===== config.mk =====
export PLATFORM = sky130hd
export DESIGN_NAME = adc_sout
export DESIGN_NICKNAME = d
export VERILOG_FILES = /design/src/rtl/adc_sout_pkg.sv /design/src/rtl/adc_sout_dly.sv /design/src/rtl/adc_sout_shreg.sv /design/src/rtl/adc_sout_intclk.sv /design/src/rtl/adc_sout.sv
export SDC_FILE = /design/constraint.sdc
export NUM_CORES = 1
export LEC_CHECK = 0
export BUFFER_PORTS_ARGS = -buffer_cell sky130_fd_sc_hd__clkbuf_2
export CAP_MARGIN = 20
export CORE_ASPECT_RATIO = 0.5
export CORE_MARGIN = 2
export CORE_UTILIZATION = 40
export CTS_BUF_LIST = sky130_fd_sc_hd__clkbuf_8
export CTS_CLUSTER_SIZE = 28
export DETAILED_ROUTE_END_ITERATION = 16
export PLACE_DENSITY = 0.67
export SLEW_MARGIN = 15
export SYNTH_ARGS = -nofsm -noshare
export SYNTH_HDL_FRONTEND = slang
export SYNTH_HIERARCHICAL = 1
export SYNTH_SLANG_ARGS = --single-unit

===== constraint.sdc =====
create_clock -name clk_i -period 4.6 [get_ports clk_i]
set_input_delay 0.69 -clock clk_i [delete_from_list [all_inputs] [get_ports clk_i]]
set_output_delay 0.69 -clock clk_i [all_outputs]
set_load 0.03 [all_outputs]

===== src/rtl/adc_sout_pkg.sv =====
package adc_sout_pkg;
  typedef enum logic {
    PH_LOW  = 1'b0,
    PH_HIGH = 1'b1
  } dclk_phase_e;
endpackage


===== src/rtl/adc_sout_dly.sv =====
module adc_sout_dly #(
  parameter logic RST_VAL = 1'b0
) (
  input  logic clk_i,
  input  logic rst_ni,
  input  logic d_i,
  output logic q_o
);
  always_ff @(posedge clk_i or negedge rst_ni) begin
    if (!rst_ni) q_o <= RST_VAL;
    else         q_o <= d_i;
  end
endmodule


===== src/rtl/adc_sout_shreg.sv =====
module adc_sout_shreg #(
  parameter int WIDTH = 16
) (
  input  logic             clk_i,
  input  logic             rst_ni,
  input  logic             load_i,
  input  logic [WIDTH-1:0] load_val_i,
  input  logic             shift_i,
  output logic [WIDTH-1:0] sr_o
);
  logic [WIDTH-1:0] sr_d;

  // zero fill from the LSB end; load wins over shift
  for (genvar i = 0; i < WIDTH; i++) begin : g_bit
    if (i == 0) begin : g_lsb
      assign sr_d[i] = load_i ? load_val_i[i] : (shift_i ? 1'b0 : sr_o[i]);
    end else begin : g_up
      assign sr_d[i] = load_i ? load_val_i[i] : (shift_i ? sr_o[i-1] : sr_o[i]);
    end
  end

  always_ff @(posedge clk_i or negedge rst_ni) begin
    if (!rst_ni) sr_o <= '0;
    else         sr_o <= sr_d;
  end
endmodule


===== src/rtl/adc_sout_intclk.sv =====
module adc_sout_intclk
  import adc_sout_pkg::*;
#(
  parameter int WIDTH    = 16,
  parameter int HALF_DIV = 2
) (
  input  logic clk_i,
  input  logic rst_ni,
  input  logic start_i,
  output logic shift_o,
  output logic done_o,
  output logic dclk_o,
  output logic active_o
);
  localparam int CW = (HALF_DIV > 2) ? $clog2(HALF_DIV) : 1;
  localparam int BW = $clog2(WIDTH + 1);

  logic          active_q;
  dclk_phase_e   phase_q;
  logic [CW-1:0] cnt_q;
  logic [BW-1:0] bits_q;
  logic          tick;
  logic          last;

  assign tick     = active_q && (cnt_q == CW'(HALF_DIV - 1));
  assign last     = (bits_q == BW'(WIDTH - 1));
  assign shift_o  = start_i || (tick && phase_q == PH_HIGH && !last);
  assign done_o   = tick && phase_q == PH_HIGH && last;
  assign dclk_o   = active_q && phase_q == PH_HIGH;
  assign active_o = active_q;

  always_ff @(posedge clk_i or negedge rst_ni) begin
    if (!rst_ni) begin
      active_q <= 1'b0;
      phase_q  <= PH_LOW;
      cnt_q    <= '0;
      bits_q   <= '0;
    end else if (start_i) begin
      active_q <= 1'b1;
      phase_q  <= PH_LOW;
      cnt_q    <= '0;
      bits_q   <= '0;
    end else if (active_q) begin
      if (tick) begin
        cnt_q <= '0;
        if (phase_q == PH_LOW) begin
          phase_q <= PH_HIGH;
        end else begin
          phase_q <= PH_LOW;
          bits_q  <= bits_q + BW'(1);
          if (last) active_q <= 1'b0;
        end
      end else begin
        cnt_q <= cnt_q + CW'(1);
      end
    end
  end
endmodule


===== src/rtl/adc_sout.sv =====
module adc_sout
  import adc_sout_pkg::*;
#(
  parameter int WIDTH    = 16,
  parameter int HALF_DIV = 2
) (
  input  logic             clk_i,
  input  logic             rst_ni,
  input  logic             ext_mode_i,
  input  logic             cs_ni,
  input  logic             ext_sclk_i,
  input  logic             busy_i,
  input  logic             res_vld_i,
  input  logic [WIDTH-1:0] res_i,
  output logic             data_o,
  output logic             dclk_o
);
  logic             busy_q;
  logic             sclk_q;
  logic             mode_q;
  logic             out_q;
  logic [WIDTH-1:0] work_q;
  logic [WIDTH-1:0] sr_q;

  logic busy_rise, busy_fall, ext_rise;
  logic idle, mode_chg, ext_hold, load, shift, clr;
  logic int_start, int_shift, int_done, int_dclk, int_active;

  adc_sout_dly #(.RST_VAL(1'b1)) u_busy_dly (
    .clk_i (clk_i),
    .rst_ni(rst_ni),
    .d_i   (busy_i),
    .q_o   (busy_q)
  );

  adc_sout_dly #(.RST_VAL(1'b0)) u_sclk_dly (
    .clk_i (clk_i),
    .rst_ni(rst_ni),
    .d_i   (ext_sclk_i),
    .q_o   (sclk_q)
  );

  assign busy_rise = busy_i && !busy_q;
  assign busy_fall = !busy_i && busy_q;
  assign ext_rise  = ext_sclk_i && !sclk_q;

  assign idle      = busy_i && busy_q && !int_active;
  assign mode_chg  = idle && (ext_mode_i != mode_q);
  // host clock high and selected at end of conversion: keep old contents
  assign ext_hold  = mode_q && ext_sclk_i && !cs_ni;
  assign load      = busy_rise && !ext_hold;
  assign int_start = busy_fall && !mode_q && !int_active;
  assign shift     = mode_q ? (ext_rise && !cs_ni) : int_shift;
  assign clr       = int_done || mode_chg;

  adc_sout_intclk #(
    .WIDTH   (WIDTH),
    .HALF_DIV(HALF_DIV)
  ) u_intclk (
    .clk_i   (clk_i),
    .rst_ni  (rst_ni),
    .start_i (int_start),
    .shift_o (int_shift),
    .done_o  (int_done),
    .dclk_o  (int_dclk),
    .active_o(int_active)
  );

  adc_sout_shreg #(.WIDTH(WIDTH)) u_shreg (
    .clk_i     (clk_i),
    .rst_ni    (rst_ni),
    .load_i    (load),
    .load_val_i(work_q),
    .shift_i   (shift),
    .sr_o      (sr_q)
  );

  always_ff @(posedge clk_i or negedge rst_ni) begin
    if (!rst_ni)        work_q <= '0;
    else if (res_vld_i) work_q <= res_i;
  end

  always_ff @(posedge clk_i or negedge rst_ni) begin
    if (!rst_ni)   mode_q <= 1'b0;
    else if (idle) mode_q <= ext_mode_i;
  end

  always_ff @(posedge clk_i or negedge rst_ni) begin
    if (!rst_ni)           out_q <= 1'b0;
    else if (shift)        out_q <= sr_q[WIDTH-1];
    else if (load || clr)  out_q <= 1'b0;
  end

  assign data_o = out_q && !cs_ni;
  assign dclk_o = int_dclk && !cs_ni;
endmodule


**Yosys cells after proc, flatten, opt, wreduce, memory -nomap -nowiden**

Index checks and enable logic that the tools add are counted.

- Word-level logic and storage cells: 102
- Input port bits: 23
- Output and inout port bits: 2
- Register bits after elaboration: 44

- Add/sub/neg operators: 2
- Reductions and logical operators: 37
- Equal/unequal tests: 2
- Muxes and demuxes: 51

Operators by type and width:

| operator | count |
|---|---|
| $mux 1 | 47 |
| $mux 5 | 4 |
| $logic_and 1x1->1 | 19 |
| $reduce_bool 2->1 | 5 |
| $logic_not 1->1 | 8 |
| $add 5x1->5 const B | 1 |
| $eq 5x4->1 const B | 1 |
| $logic_or 1x1->1 | 3 |
| $reduce_and 3->1 | 1 |
| $reduce_and 2->1 | 1 |
| $add 1x1->1 const B | 1 |
| $ne 1x1->1 | 1 |

**Longest topological paths before layout**

- Depth after elaboration: 8
- Mapped depth: 10

**By module**

Netlist, hierarchy kept.

By module, submodules not included:

| module | cells each | times used | seq. area each (um^2) | area an instance (um^2) |
|---|---|---|---|---|
| adc_sout | 52 | 1 | 450.4 | 762.0 |
| adc_sout_shreg | 69 | 1 | 400.4 | 742.0 |
| adc_sout_intclk | 40 | 1 | 200.2 | 397.9 |
| adc_sout_dly (u_busy_dly) | 1 | 1 | 26.3 | 26.3 |
| adc_sout_dly (u_sclk_dly) | 1 | 1 | 25.0 | 25.0 |

**Worst setup path before layout**

Ideal clock, no wire load.

- Path kind: input port to flip-flop
- From: in busy_i
- To: reg u_shreg.sr_o[4]
- Required time: 4.470 ns
- Stages on the path: 9
- Path slack: 2.350 ns
- Arrival: 2.120 ns
- Cell sequence: nor4b_1 clkbuf_1 o21bai_1 nor2b_1 or2_4 buf_6 buf_12 mux2i_1 o21ai_1

- Cells in the longest elaborated chain, start to end: 7
- Elaborated cells on any way between the ends: 10

Ends and longest elaborated chain:

| what | RTL line | text |
|---|---|---|
| start: declaration | adc_sout.sv:12 | `input logic busy_i,` |
| $logic_not 1->1 | adc_sout.sv:44 | `assign busy_fall = !busy_i && busy_q;` |
| $logic_and 1x1->1 | adc_sout.sv:44 |  |
| $logic_and 1x1->1 (2 in a row) | adc_sout.sv:52 | `assign int_start = busy_fall && !mode_q && !int_active;` |
| $logic_or 1x1->1 | adc_sout_intclk.sv:27 | `assign shift_o = start_i \|\| (tick && phase_q == PH_HIGH && !last);` |
| named net int_shift | adc_sout.sv:27 | `logic int_start, int_shift, int_done, int_dclk, int_active;` |
| $mux 1 | adc_sout.sv:53 | `assign shift = mode_q ? (ext_rise && !cs_ni) : int_shift;` |
| named net shift | adc_sout.sv:26 | `logic idle, mode_chg, ext_hold, load, shift, clr;` |
| $reduce_bool 2->1 (no line) | - |  |
| end signal: assignment | adc_sout_shreg.sv:24 | `else sr_o <= sr_d;` |
| end: declaration | adc_sout_shreg.sv:9 | `output logic [WIDTH-1:0] sr_o` |

The timed path passes the listed nets, and every way through them passes these cells.
A chain may end at the register's enable or synchronous reset.

**Worst setup path after layout**

- From: reg u_intclk.active_q (netlist: u_intclk/active_o)
- To: reg u_shreg.sr_o[13]

- Elaborated cells on any way between the ends: 8

RTL lines:

| what | RTL line | text |
|---|---|---|
| start: declaration | adc_sout_intclk.sv:18 | `logic active_q;` |
| start signal: assignment | adc_sout_intclk.sv:34 | `active_q <= 1'b0;` |
| start signal: assignment | adc_sout_intclk.sv:39 | `active_q <= 1'b1;` |
| start signal: assignment | adc_sout_intclk.sv:51 | `if (last) active_q <= 1'b0;` |
| $logic_not 1->1 | adc_sout.sv:52 |  |
| $logic_and 1x1->1 | adc_sout.sv:52 |  |
| named net int_start | adc_sout.sv:27 |  |
| $logic_or 1x1->1 | adc_sout_intclk.sv:27 |  |
| named net int_shift | adc_sout.sv:27 |  |
| $mux 1 | adc_sout.sv:53 |  |
| named net shift | adc_sout.sv:26 |  |
| $reduce_bool 2->1 (no line) | - |  |

The timed path passes the listed nets, and every way through them passes these cells.

==> metrics.cfg <==
[yosys]
yosys.area.top_type=dfrtp_1
async_flop_share_pct=100
synthTopCellsByArea=dfrtp_1 (55%), mux2_2 (9.8%), mux2i_1 (7.7%)
ys_seq_elements=44
synth-main-ff-cell=dfrtp_1
synthCells=163
ys_seq_area_share_pct=56.4
synth_edf_count=0
synth_nets=188
yosysWarningCount=6
synth_cell_types=36
yosysTopAreaCellShare_pct=55.1
avgSynthCellArea_um2=12.0
syn_area_um2=1950

[worst_setup_path]
end_kind=flip-flop
startpoint_type=flip-flop
worstPathCellList=nor4b_1, buf_4, o21bai_1, nor2b_1, or2_4, mux2i_1, o21ai_0
critPathKind=flip-flop to flip-flop
critPathArrivalTime_ns=2.24
path_max_fanout=17
critical-path-max-stage-delay_ns=0.48
critPathRequiredTime_ns=4.73
cpMaxStageDelayCell=dfrtp_1

[finish]
drive_above_1_share_pct=31.4
syn2layout_area_growth_pct=13.7
final_common_cell=dfrtp_1
layout_common_cells=dfrtp_1 (43), clkbuf_2 (23), nand2_1 (20)
diodes=0
fill_cells=440
finalNonFillerCells=254
fin_nets=212

[clock_network]
clkSinkCount=44
cts_tree=yes
cts-root-buf=clkbuf_8
clkTransAtPathRegs_ns=0.08
cts_buffers=5
clkLatencyLatePin_ns=0.29
postCtsSetupBuffers=0
cts.path.max_buffers=2
cts_resized=0
postCtsHoldBufs=0
h-tree-depth=2

[floorplanning]
die_area_um2=5490
rows=17
die_h_um=53.4
ioPinCount=25
floorplan.initialDensity_pct=42.9
die_x_um=103
fp.coreArea_um2=4550

[placement]
hpwl_mm=2.21
io_buffers=24
place.gp.congestion=0.778
dp.cells=245

[timing]
post-route-min-period_ns=2.10
finalSetupViolations=0
rsz0062_at_grt=false
fmax_ghz=0.476
finalSetupTns_ns=0
relSlewSlack_pct=36.9
worst_slew_pin_slew_ns=0.947
drv_slew=0
hold_viol=0
finalCritPeriodShare_pct=45.7
finClkSkew_ns=0.00219

[global_routing]
grt_usage_pct=13.4
antenna_found_initial=0
grt_max_degree=45
overflow=0
grt_pass1_vias=1223
grt_pass1_wl_mm=5.46

[drt]
ant_nets=0
wl_mm=3.23
drtIter0Drc=53
avgViaCountPerCell=4.87
dr.pass1.iters=4
post-route-drc-count=0
num_vias=1237
avgRoutedWirePerCell_um=12.7

[status]
status=finished clean

[power]
p_per_area_nw_per_um2=532
leakage_nw=0.987
max-vdd-ir-drop_mv=0.175

[flow_run]
drv_cap=0

[worst_hold_path]
hold_class=flip-flop to flip-flop

-- per-stage QoR --
step	total power [mW]	hold slack (ns)	worst slack [ns]	instance area [µm²]	util [%]
after global placement	0.923	0.472	2.25	2120	46.5
after global routing	1.27	0.484	2.32	2220	48.8
after detailed placement	0.945	0.470	2.20	2120	46.5
final	1.18	0.489	2.50	2220	48.8
after CTS	1.19	0.490	2.46	2210	48.5
after floorplan	0.882	0.394	2.35	1950	-
-- area by class of cell --
type,count,area (µm²),share of cell area (%)
clock buffers,6,82.6,3.72
inverters,4,15.0,0.676
clock inverters,2,10.0,0.451
well taps,66,82.6,3.72
multi-input cells,106,790,35.5
flip-flops and latches,44,1100,49.6
repair buffers,26,139,6.25
-- synth_stat cells, types with 2 or more instances --
| master | instances |
|---|---|
| dfrtp_1 | 43 |
| nand2_1 | 20 |
| mux2_2 | 17 |
| mux2i_1 | 15 |
| o21ai_0 | 10 |
| o21ai_1 | 9 |
| buf_2 | 5 |
| nor2_1 | 5 |
| inv_1 | 4 |
| nor2b_1 | 3 |
| xnor2_1 | 3 |
| a21oi_1 | 2 |
| clkbuf_1 | 2 |
| ha_1 | 2 |
| xor2_1 | 2 |
-- logic make-up (layout without fill, tap and decap cells) --
| kind of cell | count (synthesis) | after routing | synth area share (%) |
|---|---|---|---|
| DFF | 44 | 44 | 56.4 |
| and+or+nand+nor | 41 | 41 | 11.1 |
| muxes | 32 | 32 | 17.5 |
| AOI/OAI and AO/OA | 26 | 26 | 7.43 |
| buffers and inverters | 13 | 38 | 4.04 |
| xor gates and xnor gates | 5 | 5 | 2.24 |
| adders and majority gates | 2 | 2 | 1.28 |
-- critical path: cells and delay by family (launching register included) --
| kind | cells | cell delay [ns] |
|---|---|---|
| AOI/OAI and AO/OA | 2 | 0.21 |
| muxes | 1 | 0.21 |
| and+or+nand+nor | 3 | 0.83 |
| DFF | 1 | 0.48 |
| buffers and inverters | 1 | 0.21 |
-- power breakdown --
group	leakage, nW	switching [mW]	total (mW)	internal, mW
Combinational	0.409	0.168	0.340	0.171
Sequential	0.527	0.0898	0.598	0.509
Clock	0.0510	0.124	0.244	0.120
Total	0.987	0.382	1.18	0.800
-- flip-flops by register name, summed over array words and instances (netlist names) --
name               flops
mode_q                 1
out_q                  1
u_busy_dly/q_o         1
u_intclk/active_o      1
u_intclk/bits_q        5
u_intclk/cnt_q         1
u_intclk/phase_q       1
u_sclk_dly/q_o         1
u_shreg/sr_o          16
work_q                16
-- worst paths after layout --
path                                             startpoint  slack [ns]  cells after the start                              to
worst min register to register        work_q[3]$_DFFE_PN0P_        0.49                      2     u_shreg/sr_o[3]$_DFFE_PN0P_
min in group asynchronous                            rst_ni        0.54                      1          work_q[11]$_DFFE_PN0P_
worst max register to register  u_intclk/active_o$_DFF_PN0_        2.50                      7    u_shreg/sr_o[13]$_DFFE_PN0P_
max in group asynchronous                            rst_ni        3.47                      1  u_intclk/bits_q[2]$_DFFE_PN0P_
worst min-delay path                  work_q[3]$_DFFE_PN0P_        0.49                      2     u_shreg/sr_o[3]$_DFFE_PN0P_
worst max-delay path            u_intclk/active_o$_DFF_PN0_        2.50                      7    u_shreg/sr_o[13]$_DFFE_PN0P_
-- per-layer routing --
metal / global-route usage [%] / vias up / routed length [µm]
met5: 0 / - / 0
met4: 5.26 / 0 / 16
met3: 3.17 / 2 / 105
met2: 22.2 / 24 / 1540
met1: 17.2 / 602 / 1570
li1: - / 609 / -
No activity file was read; power rests on OpenSTA's default activity.
